--- src/rtl/dag_pkg.sv ---
package dag_pkg;

   typedef enum logic [1:0] {
      DIR_UP    = 2'b00,
      DIR_DOWN  = 2'b01,
      DIR_HOLD  = 2'b10,
      DIR_HOLDX = 2'b11
   } dir_e;

   typedef struct packed {
      dir_e       src_dir;
      dir_e       dst_dir;
      logic [1:0] size;
      logic       flyby;
   } cfg_t;

   localparam int unsigned SIDE_SRC = 0;
   localparam int unsigned SIDE_DST = 1;
   localparam int unsigned NUM_SIDES = 2;

endpackage

--- src/rtl/dag_stepper.sv ---
module dag_stepper
   import dag_pkg::*;
#(
   parameter int unsigned AW       = 32,
   parameter int unsigned MAX_LOG2 = 2
) (
   input  logic [AW-1:0] addr_i,
   input  dir_e          dir_i,
   input  logic [1:0]    size_i,
   output logic [AW-1:0] addr_o
);

   localparam logic [1:0] SIZE_CAP = 2'(MAX_LOG2);

   logic [1:0]    size_eff;
   logic [AW-1:0] delta;

   generate
      if (MAX_LOG2 > 3) begin : g_bad
         $error("dag_stepper: MAX_LOG2 must be 0..3");
      end
      if (MAX_LOG2 == 0) begin : g_bytewide
         assign size_eff = 2'b00;
      end else begin : g_sized
         assign size_eff = (size_i > SIZE_CAP) ? SIZE_CAP : size_i;
      end
   endgenerate

   assign delta = {{(AW-1){1'b0}}, 1'b1} << size_eff;

   always_comb begin
      unique case (dir_i)
         DIR_UP:   addr_o = addr_i + delta;
         DIR_DOWN: addr_o = addr_i - delta;
         default:  addr_o = addr_i;
      endcase
   end

endmodule

--- src/rtl/dag_side.sv ---
module dag_side
   import dag_pkg::*;
#(
   parameter int unsigned AW       = 32,
   parameter int unsigned MAX_LOG2 = 2
) (
   input  logic          clk,
   input  logic          rst_n,
   input  logic          wr_en,
   input  logic [AW-1:0] wr_data,
   input  logic          load,
   input  logic          step,
   input  logic          commit,
   input  dir_e          dir,
   input  logic [1:0]    size,
   output logic [AW-1:0] prog_q,
   output logic [AW-1:0] work_q
);

   logic [AW-1:0] stepped;
   logic [AW-1:0] work_nxt;

   dag_stepper #(.AW(AW), .MAX_LOG2(MAX_LOG2)) u_step (
      .addr_i (work_q),
      .dir_i  (dir),
      .size_i (size),
      .addr_o (stepped)
   );

   assign work_nxt = step ? stepped : work_q;

   always_ff @(posedge clk or negedge rst_n) begin
      if (!rst_n) begin
         work_q <= '0;
      end else if (load) begin
         work_q <= prog_q;
      end else begin
         work_q <= work_nxt;
      end
   end

   always_ff @(posedge clk or negedge rst_n) begin
      if (!rst_n) begin
         prog_q <= '0;
      end else if (commit) begin
         prog_q <= work_nxt;
      end else if (wr_en) begin
         prog_q <= wr_data;
      end
   end

   // a load copies the programmed value into the working copy
   a_r2_load_copies: assert property (@(posedge clk) disable iff (!rst_n)
      load |=> work_q == $past(prog_q));

   // after a write-back, register and working copy agree
   a_r7_commit_sync: assert property (@(posedge clk) disable iff (!rst_n)
      commit |=> prog_q == work_q);

   // the programmed register changes only on write or write-back
   a_r7_prog_frozen: assert property (@(posedge clk) disable iff (!rst_n)
      (!commit && !wr_en) |=> $stable(prog_q));

   // hold direction never moves the working copy
   a_r5_hold: assert property (@(posedge clk) disable iff (!rst_n)
      (step && !load && dir[1]) |=> $stable(work_q));

endmodule

--- src/rtl/dag_ctrl.sv ---
module dag_ctrl
   import dag_pkg::*;
(
   input  logic       clk,
   input  logic       rst_n,
   input  logic       start,
   input  logic       block_done,
   input  logic       step_src,
   input  logic       step_dst,
   input  logic       reg_we,
   input  logic       reg_sel,
   input  cfg_t       cfg_in,
   output cfg_t       cfg_q,
   output logic       busy_q,
   output logic [NUM_SIDES-1:0] load,
   output logic [NUM_SIDES-1:0] step,
   output logic [NUM_SIDES-1:0] commit,
   output logic [NUM_SIDES-1:0] wr
);

   logic accept;
   logic finish;

   assign accept = start && !busy_q;
   assign finish = block_done && busy_q;

   always_ff @(posedge clk or negedge rst_n) begin
      if (!rst_n) begin
         busy_q <= 1'b0;
         cfg_q  <= '0;
      end else if (accept) begin
         busy_q <= 1'b1;
         cfg_q  <= cfg_in;
      end else if (finish) begin
         busy_q <= 1'b0;
      end
   end

   always_comb begin
      load[SIDE_DST]   = accept;
      load[SIDE_SRC]   = accept && !cfg_in.flyby;
      step[SIDE_DST]   = busy_q && step_dst;
      step[SIDE_SRC]   = busy_q && step_src && !cfg_q.flyby;
      commit[SIDE_DST] = finish;
      commit[SIDE_SRC] = finish && !cfg_q.flyby;
      wr[SIDE_DST]     = reg_we && !busy_q && reg_sel;
      wr[SIDE_SRC]     = reg_we && !busy_q && !reg_sel;
   end

   // configuration is held for the whole block
   a_r11_cfg_held: assert property (@(posedge clk) disable iff (!rst_n)
      (busy_q && !finish) |=> busy_q && $stable(cfg_q));

   // a request while busy is not accepted
   a_r12_no_reload: assert property (@(posedge clk) disable iff (!rst_n)
      busy_q |-> load == '0);

   // no register write strobe while a block runs
   a_r9_no_write_busy: assert property (@(posedge clk) disable iff (!rst_n)
      busy_q |-> wr == '0);

endmodule

--- src/rtl/dma_addr_gen.sv ---
module dma_addr_gen
   import dag_pkg::*;
#(
   parameter int unsigned AW       = 32,
   parameter int unsigned MAX_LOG2 = 2
) (
   input  logic          clk,
   input  logic          rst_n,
   input  logic          reg_we,
   input  logic          reg_sel,
   input  logic [AW-1:0] reg_wdata,
   output logic [AW-1:0] reg_rdata,
   input  logic [1:0]    src_dir,
   input  logic [1:0]    dst_dir,
   input  logic [1:0]    xfer_size,
   input  logic          flyby,
   input  logic          start,
   input  logic          step_src,
   input  logic          step_dst,
   input  logic          block_done,
   output logic          busy,
   output logic [AW-1:0] src_addr,
   output logic [AW-1:0] dst_addr
);

   generate
      if (AW < 8 || AW > 64) begin : g_bad_aw
         $error("dma_addr_gen: AW must be 8..64");
      end
   endgenerate

   cfg_t cfg_in;
   cfg_t cfg_q;
   logic [NUM_SIDES-1:0] load, step, commit, wr;
   logic [AW-1:0] prog [NUM_SIDES];
   logic [AW-1:0] work [NUM_SIDES];
   dir_e side_dir [NUM_SIDES];

   always_comb begin
      cfg_in.src_dir = dir_e'(src_dir);
      cfg_in.dst_dir = dir_e'(dst_dir);
      cfg_in.size    = xfer_size;
      cfg_in.flyby   = flyby;
   end

   dag_ctrl u_ctrl (
      .clk        (clk),
      .rst_n      (rst_n),
      .start      (start),
      .block_done (block_done),
      .step_src   (step_src),
      .step_dst   (step_dst),
      .reg_we     (reg_we),
      .reg_sel    (reg_sel),
      .cfg_in     (cfg_in),
      .cfg_q      (cfg_q),
      .busy_q     (busy),
      .load       (load),
      .step       (step),
      .commit     (commit),
      .wr         (wr)
   );

   assign side_dir[SIDE_SRC] = cfg_q.src_dir;
   assign side_dir[SIDE_DST] = cfg_q.dst_dir;

   for (genvar s = 0; s < NUM_SIDES; s++) begin : g_side
      dag_side #(.AW(AW), .MAX_LOG2(MAX_LOG2)) u_side (
         .clk     (clk),
         .rst_n   (rst_n),
         .wr_en   (wr[s]),
         .wr_data (reg_wdata),
         .load    (load[s]),
         .step    (step[s]),
         .commit  (commit[s]),
         .dir     (side_dir[s]),
         .size    (cfg_q.size),
         .prog_q  (prog[s]),
         .work_q  (work[s])
      );
   end

   assign src_addr  = work[SIDE_SRC];
   assign dst_addr  = work[SIDE_DST];
   assign reg_rdata = reg_sel ? prog[SIDE_DST] : prog[SIDE_SRC];

   // during a fly-by block the source side does not move
   a_r8_flyby_src_still: assert property (@(posedge clk) disable iff (!rst_n)
      (busy && cfg_q.flyby) |=> $stable(src_addr) && $stable(prog[SIDE_SRC]));

   // idle step pulses leave the working copies alone
   a_r12_idle_steps: assert property (@(posedge clk) disable iff (!rst_n)
      (!busy && !start) |=> $stable(src_addr) && $stable(dst_addr));

endmodule

--- config.mk ---
export PLATFORM = sky130hd
export DESIGN_NAME = dma_addr_gen
export DESIGN_NICKNAME = d
export VERILOG_FILES = /design/src/rtl/dag_pkg.sv /design/src/rtl/dag_stepper.sv /design/src/rtl/dag_side.sv /design/src/rtl/dag_ctrl.sv /design/src/rtl/dma_addr_gen.sv
export SDC_FILE = /design/constraint.sdc
export NUM_CORES = 1
export LEC_CHECK = 0
export BUFFER_PORTS_ARGS = -buffer_cell sky130_fd_sc_hd__buf_2
export CAP_MARGIN = 20
export CORE_MARGIN = 4
export CORE_UTILIZATION = 55
export CTS_CLUSTER_DIAMETER = 120
export DETAILED_ROUTE_END_ITERATION = 10
export GPL_TIMING_DRIVEN = 1
export PLACE_DENSITY_LB_ADDON = 0.15
export RECOVER_POWER = 25
export SYNTH_ARGS = -nofsm -noshare
export SYNTH_HDL_FRONTEND = slang
export SYNTH_SLANG_ARGS = --single-unit
--- constraint.sdc ---
create_clock -name clk -period 10.16 [get_ports clk]
set_clock_uncertainty 0.15 [all_clocks]
set_input_delay 0.508 -clock clk [delete_from_list [all_inputs] [get_ports clk]]
set_output_delay 0.508 -clock clk [all_outputs]
set_load 0.05 [all_outputs]
## Word-level counts from Yosys, hierarchy flattened

Cells that the tools add are included.

- Logic and storage cells: 50
- Latch bits: 0
- Memory bits (read-only): 0
- Register bits after elaboration: 136
- Bits in writable memories: 0
- Memories: 0
- Output and inout bits: 97
- Input port bits: 47

- Bitwise operators: 0
- Reduce and logical (&&, ||, !) cells: 19
- Magnitude comparators: 1
- Equality and inequality tests: 2
- Multiplexer cells: 14
- Shift-type cells: 1
- Multipliers: 0
- Div/mod/pow operators: 0
- Add/subtract/negate cells: 4

Operator list:

| kind | count |
|---|---|
| 2-to-1 mux 32 bit | 9 |
| case mux 32 bit (2 select lines) | 2 |
| adder 32 bit | 2 |
| subtractor 32 bit | 2 |
| left shift 1 x 2 -> 32 bit, first input constant | 1 |
| logical AND 1 bit | 10 |
| nonzero test 2 bit | 3 |
| == test 2 x 1 -> 1 bit, second input constant | 2 |
| logical NOT 1 bit | 4 |
| logical NOT 2 bit | 2 |
| > comparator 2 bit, second input constant | 1 |
| 2-to-1 mux 1 bit | 2 |
| 2-to-1 mux 2 bit | 1 |

## Longest topological paths before layout

Gate-level depths: netlist of the first run.

- Depth in word-level cells: 7
- Mapped depth: 13
- Depth with buffers taken out: 13

## By module

Synthesis of the first run repeated with hierarchy kept, for this count alone.

- Cell total of the unflattened synthesis: 1096
- Area, all modules: 11717.5 um^2

By module, submodules not included:

| module | area an instance (um^2) | sequential area each (um^2) | times used | cells an instance |
|---|---|---|---|---|
| dag_side | 3373.2 | 1601.5 | 2 | 208 |
| dag_stepper at g_side[0].u_side.u_step | 2018.2 | 0.0 | 1 | 311 |
| dag_stepper at g_side[1].u_side.u_step | 2001.9 | 0.0 | 1 | 305 |
| dma_addr_gen | 544.3 | 0.0 | 1 | 36 |
| dag_ctrl | 406.6 | 200.2 | 1 | 28 |

## Worst setup path before layout of the first run

OpenSTA, ideal clock, no wires.

- Path type: flip-flop to flip-flop
- Start: register, netlist name u_ctrl.cfg_q[4]
- End: register g_side[1].u_side.work_q[30]
- Stages on the path, launching flop included: 14
- Data arrival time: 3.259 ns
- Slack: 6.605 ns
- Required time: 9.864 ns
- Setup time: 0.146 ns
- Buffers on the path: 1
- Period minus slack after synthesis: 3.555 ns
- Cells stage by stage: dfrtp_1 nand2b_1 inv_1 ha_1 buf_2 a21oi_1 inv_1 o31ai_1 and3b_1 a21oi_2 o31ai_2 mux2_4 a2111oi_4 a21oi_1

- Cells in the longest elaborated chain, start to end: 4
- Elaborated cells on any way between the ends: 5
- Classes of those cells: eq/ne (1); mux (3); reduce/logical (1)

RTL lines:

| element | line | RTL |
|---|---|---|
| == test 2 x 1 -> 1 bit or logical NOT 2 bit (tied branches) | dag_stepper.sv:32 | `unique case (dir_i)` |
| case mux 32 bit (2 select lines) * | dag_stepper.sv:32 |  |
| 2-to-1 mux 32 bit * | dag_side.sv:30 | `assign work_nxt = step ? stepped : work_q;` |
| 2-to-1 mux 32 bit * | dag_side.sv:35 | `end else if (load) begin` |
| end signal: assignment | dag_side.sv:36 | `work_q <= prog_q;` |
| end signal: assignment | dag_side.sv:38 | `work_q <= work_nxt;` |
| end: declaration | dag_side.sv:17 | `output logic [AW-1:0] work_q` |

Mark *: on every way between the ends. The rest lies on a longest branch, timed or not.
A chain may end at the register's enable or synchronous reset.

==> results of run 1 <==
-- report_power, final --
group	total [W]	internal, W	switching [W]
Sequential	0.00106	0.000789	0.000275
Combinational	0.00275	0.000917	0.00183
Clock	0.000664	0.000423	0.000241
-- worst paths after layout --
kind	start	end	cells past startpoint
max	rst_n	g_side[1].u_side.work_q[12]	3
min	src_dir[1]	u_ctrl.cfg_q[6]	3
max reg2reg	u_ctrl.cfg_q[4]	g_side[1].u_side.prog_q[31]	12
min reg2reg	g_side[0].u_side.prog_q[0]	g_side[0].u_side.work_q[0]	2
max in group clk	u_ctrl.cfg_q[4]	g_side[1].u_side.prog_q[31]	12
min in group asynchronous	rst_n	g_side[1].u_side.work_q[26]	2
-- worst register-to-register path: cells and delay by family, from the launching register on --
kind / cells / cell delay [ns]
XOR/XNOR: 1 / 0.31
AO/OA/AOI/OAI: 6 / 1.12
buffers and inverters: 1 / 0.72
adder cells (fa/ha/maj): 1 / 0.44
AND/OR/NAND/NOR: 2 / 0.63
multiplexers: 1 / 0.25
flip-flops: 1 / 0.41
-- cells by family after synthesis --
group	synth area share, %
AO/OA/AOI/OAI	24.30
XOR/XNOR	4.083
adder cells (fa/ha/maj)	8.268
buffers and inverters	3.652
flip-flops	34.49
multiplexers	7.545
AND/OR/NAND/NOR	17.66
-- metal layers --
metal  track usage [%]  up-vias  routed length, um
met1             41.34     4462              13220
li1                  -     4456                  -
met5                 0        -                  0
met2             48.85      394              14270
met4             9.646        0                910
met3             5.679       61               2275
-- metrics by stage --
step | utilization [%] | cell area, sq um | setup slack, ns | hold slack [ns]
CTS | 65.29 | 11370 | 6.020 | 0.1539
global placement | 61.62 | 10730 | 6.147 | 0.3166
floorplan | - | 9867 | 6.605 | 0.06241
detailed placement | 61.62 | 10730 | 6.078 | 0.3212
global route | 65.11 | 11340 | 4.719 | 0.1731
finish | 65.11 | 11340 | 5.425 | 0.1638
-- flip-flops by register name (all words and copies together) (netlist names) --
signal                count
g_side.u_side.work_q     64
g_side.u_side.prog_q     64
u_ctrl.cfg_q              7
u_ctrl.busy_q             1
-- cell usage in the layout, fill, tap and decap left out, drive strengths merged, types with 19 or more instances in the layout --
cell / count
xor2: 20
a21oi: 147
clkbuf: 41
ha: 62
xnor2: 26
nor2: 129
a31oi: 19
buf: 136
nor2b: 27
nand2: 128
mux2i: 29
a21o: 30
and3: 20
inv: 27
a211oi: 29
o21ai: 78
dfrtp: 136
mux2: 40
-- final cells by class --
| cell class | count | share of cell area, % |
|---|---|---|
| clock inverters | 12 | 1.534 |
| clock buffers | 20 | 4.027 |
| inverters | 27 | 0.8937 |
| repair buffers | 158 | 7.095 |
| flip-flops and latches | 136 | 30.01 |
| well taps | 225 | 2.483 |
| multi-input cells | 946 | 53.96 |
-- what timing repair did --
item | CTS | global route
setup endpoints to repair | 0 | 0
hold endpoints to repair | 72 | 0
hold buffers | 1 | 0
==> key figures, run 1 <==
Run status
  – Status: finished with violations
  – Failing checks: max-capacitance violations, max-slew violations

CTS
  – Clk_lat worst skew: 0.42 ns
  – Post-CTS resize count: 0
  – Post-CTS Setup Inserts: 0
  – CTS tree: yes
  – CTS root buffer: clkbuf_16
  – Clk slew on worst S/H paths: roughly 0.060 ns
  – CTS Buf Count: 17
  – Clock Sink Count: 136
  – Maximum root-to-sink buffer count: 2
  – CTS H-tree depth: 4

Route
  – First DRT Iteration DRCs: 808
  – Vias per cell: about 6.2
  – Drt drc: 0
  – WL final: 30.67 mm
  – DR pass1 iterations: 5
  – ANT nets after route: 0
  – Vias: roughly 9400
  – Average wire per standard cell: 20.13 um

Die
  – I/O pin total: 144
  – Core ar.: 17420 sq um
  – Initial core utilization: 56.65%
  – Die Y: 141.9 um
  – Row cnt: 48
  – Die W: 141.9 um
  – Die area: 20150 sq um

Cells and area
  – Nets: between 1000 and 1500
  – Area of the multi-input gates: a little over 6000 sq um
  – Area Growth Syn to Fin: 14.92%
  – N_diodes: 0
  – # fillers: 1525
  – Share of layout cells above drive strength 1: between 10% and 20%
  – Sequential cell area: 3403 sq um
  – Final Non-Filler Cells: roughly 1500

Worst setup path
  – Largest delay share family, worst path: buffers and inverters
  – Max incr delay on CP: around 2.9 ns
  – Crit-path slowest cell: clkbuf_1
  – CP Capture Type: async pin
  – CP Class: in2async
  – Critical Path AT: 5.03 ns
  – R2R setup slack: 6.00 ns
  – CP required: about 10 ns
  – Setup crit start kind: input port
  – Worst path cell trace: dlygate4sd3_1, clkbuf_1, buf_4
  – Critical Path Fanout Max: 73
  – Buf+Inv Stages, Crit Path: 3

Timing
  – Setup violators final: 0
  – Fin Setup TNS: 0 ns
  – Final hold violations: 0
  – Max-slew headroom: -174.9%
  – Max-slew violation count: 74
  – Crit share post-route: between 40% and 50%
  – Measured slew at the worst slew-check pin: 4.123 ns
  – RSZ-0062 raised after global routing: false
  – Max Freq: 0.2112 GHz
  – Fin crit period: 4.735 ns

Synthesis
  – Syn avg cell area: 8.390 sq um
  – FFs w/ async S/R, synth: 100.0%
  – Count leader, synth: a21oi_1
  – Top cell type's share of synthesized area: approximately a third
  – Post-synth top cells: 146 x a21oi_1, 136 x dfrtp_1, 129 x nor2_1, 128 x nand2_1, 63 x o21ai_0
  – Post-synth top area cell: dfrtp_1
  – Synth Instances: 1176
  – Post-synthesis sequential area ratio: 34.49%
  – Number of synthesized register bits: 136
  – Most used DFF post-synth: dfrtp_1
  – Number of synthesized flops with an enable pin: 0
  – Synth Warn #: 0
  – Syn_nets: 1287
  – Synth unique cells: 70
  – Main area contributors after synthesis: dfrtp_1 34%, ha_1 7.9%, a21oi_1 7.4%
  – Synthesized cell area: 9867 sq um

Run
  – Maximum capacitance violations: 1

Pwr
  – Leakage: 5.265 nW
  – Total Power: around 0.0045 W
  – Cell Pwr Density: a little under 400 nW/um^2
  – Peak supply drop: 252.4 uV

Global route
  – Vias in the first global route: 8999
  – First-pass GRT wire length: 48.16 mm
  – GRT Util Overall: 30.22%
  – GRT overflow: 0
  – Largest net degree at the start of global routing: 74
  – Initial antenna violation count: 0

Worst hold path
  – Hold Path Class: in2reg

Place
  – Post-DP HPWL: 22.34 mm
  – IO buf count: 143
  – GPL Wtd Cong: 0.9672
  – Placed Cells incl. Taps: 1491
Power figures use the tool's default switching activity.
==> run 2: changes to the inputs <==
==> constraint.sdc (replaced) <==
create_clock -name clk -period 4.6 [get_ports clk]
set_clock_uncertainty 0.15 [all_clocks]
set_input_delay 0.23 -clock clk [delete_from_list [all_inputs] [get_ports clk]]
set_output_delay 0.23 -clock clk [all_outputs]
set_load 0.05 [all_outputs]
==> run 2 against run 1 <==
The flow still finishes with violations (max-capacitance violations, max-slew violations). Sequential share of layout area shrank 1.1 points. Largest power group unchanged. Routed wire length is 1.6% higher. Register-to-register slack lost 5.5 ns. Critical endpoint is now g_side[0].u_side.prog_q[25].
==> key figures, run 2 (synthesized netlist as in run 1, its figures left out) <==
CTS
  – Clk slew on worst S/H paths: 0.06 ns
  – CTS tree: yes
  – Maximum root-to-sink buffer count: 2
  – Post-CTS Setup Inserts: 0
  – CTS Buf Count: 17
  – Clk_lat worst skew: 0.42 ns
  – Post-CTS resize count: 0
  – CTS Hold Bufs: 34
  – CTS H-tree depth: 4
  – Clock Sink Count: roughly 140
  – CTS root buffer: clkbuf_16

Pwr
  – Leakage: 5.492 nW
  – Peak supply drop: around 540 uV
  – Cell Pwr Density: ~850 nW/um^2
  – Total Power: 0.01002 W

Worst hold path
  – Hold Path Class: in2reg
  – Hold depth: 3

Worst setup path
  – Critical Path Fanout Max: 14
  – Critical Path AT: 4.24 ns
  – CP Class: reg2reg
  – CP Capture Type: flip-flop
  – FF-to-FF path depth: 12
  – CP required: 4.74 ns
  – Setup crit start kind: flip-flop

Global route
  – First-pass GRT wire length: 49.42 mm
  – GRT overflow: 0
  – GRT Util Overall: 30.90%
  – Largest net degree at the start of global routing: 107
  – Vias in the first global route: 9410
  – Initial antenna violation count: 0

Timing
  – Final hold violations: 0
  – Measured slew at the worst slew-check pin: between 2 and 3 ns
  – Setup violators final: 0
  – Crit share post-route: 89.14%
  – Max-slew headroom: -67.49%
  – RSZ-0062 raised after global routing: false
  – Max Freq: 0.2439 GHz
  – Fin crit period: approximately 4.1 ns
  – Fin Setup TNS: 0 ns
  – Max-slew violation count: 100

Run status
  – Failing checks: max-capacitance violations, max-slew violations
  – Status: finished with violations

Cells and area
  – Share of layout cells above drive strength 1: 18.49%
  – Nets: 1435
  – Sequential cell area: ~3400 sq um
  – Area of the multi-input gates: a little over 6000 sq um
  – Most frequent cells in the layout: 146 x a21oi_1, 142 x buf_2, 136 x dfrtp_1
  – Commonest non-fill, non-tap cell in the layout: a21oi_1
  – N_diodes: 0
  – Top flop regs: g_side.u_side.prog_q: 64 flops, g_side.u_side.work_q: 64 flops, u_ctrl.cfg_q: 7 flops
  – Area Growth Syn to Fin: 19.22%
  – # fillers: between 1000 and 1500

Place
  – GPL Wtd Cong: 0.9156
  – IO buf count: between 100 and 150
  – Post-DP HPWL: about 22 mm

Route
  – Drt drc: 0
  – First DRT Iteration DRCs: 725
  – Vias per cell: 6.135
  – Average wire per standard cell: 19.97 um
  – DR pass1 iterations: 5
  – Vias: 9577
  – WL final: 31.17 mm
  – ANT nets after route: 0

Die
  – Row cnt: 48
  – Initial core utilization: 56.65%
  – Core ar.: 17420 sq um
  – Die area: 20150 sq um
  – Die W: roughly 140 um
  – Die Y: 141.9 um
  – I/O pin total: 144

Run
  – Maximum capacitance violations: 1
[run 2: changes by cell type in the layout (fill, tap and decap cells not counted)]
cell           before  now
dlygate4sd3_1       1   34
bufinv_16           4    5
buf_4              14   17
clkinv_2            3    2
clkbuf_1           22    1
buf_2             122  142
clkbuf_2            0    1
buf_12              0    1
[run 2: area by class of cell]
type / instances / area share, %
clock inverters: 12 / 1.691
inverters: 27 / 0.8615
multi-input cells: 946 / 52.01
repair buffers: 196 / 10.26
clock buffers: 19 / 3.850
well taps: 225 / 2.393
flip-flops and latches: 136 / 28.93
[run 2: layer usage]
layer / up-vias / wire (um) / track usage (%)
li1: 4527 / - / -
met1: 4620 / 13210 / 41.16
met2: 381 / 15160 / 51.92
met3: 49 / 2134 / 5.276
met4: 0 / 665 / 9.293
met5: - / 0 / 0
[run 2: final timing paths]
kind	startpoint	endpoint	slack, ns
setup reg to reg	u_ctrl.cfg_q[6]	g_side[0].u_side.prog_q[25]	0.50
hold / removal	reg_wdata[8]	g_side[0].u_side.prog_q[8]	0.01
hold reg to reg	u_ctrl.cfg_q[3]	u_ctrl.cfg_q[3]	0.33
max in group asynchronous	rst_n	g_side[0].u_side.work_q[1]	1.34
min in group asynchronous	rst_n	g_side[1].u_side.work_q[30]	0.11
setup / recovery	u_ctrl.cfg_q[6]	g_side[0].u_side.prog_q[25]	0.50
[run 2: where the power goes]
group	internal, W	switching, W	leakage [nW]
Combinational	0.00209	0.00409	3.59
Clock	0.000986	0.000523	0.307
Sequential	0.00174	0.000589	1.60
Total	0.00482	0.00520	5.49
[run 2: critical path, cell delays in order (launching register included)]
cell and delay, ns:
dfrtp_1 0.38, nand2b_1 0.33, inv_1 0.36, ha_1 0.52, and4_1 0.24, nand2_1 0.06
a211oi_1 0.49, nor2_1 0.22, o31ai_1 0.52, nand3_1 0.15, a21oi_1 0.18, mux2i_1 0.25
a31oi_1 0.11
[run 2: stage by stage]
step / cells / cell area (sq um) / hold WS, ns / util, % / worst slack [ns]
final: 1561 / 11760 / 0.01156 / 67.54 / 0.4994
after global routing: 1561 / 11760 / 0.01463 / 67.54 / 0.1716
after CTS: 1560 / 11770 / 0.002014 / 67.56 / 0.4902
after detailed placement: 1495 / 10770 / 0.2801 / 61.86 / 0.4999
after global placement: 1495 / 10770 / 0.2736 / 61.86 / 0.5494
after floorplan: 1176 / 9867 / -0.2156 / - / 1.045
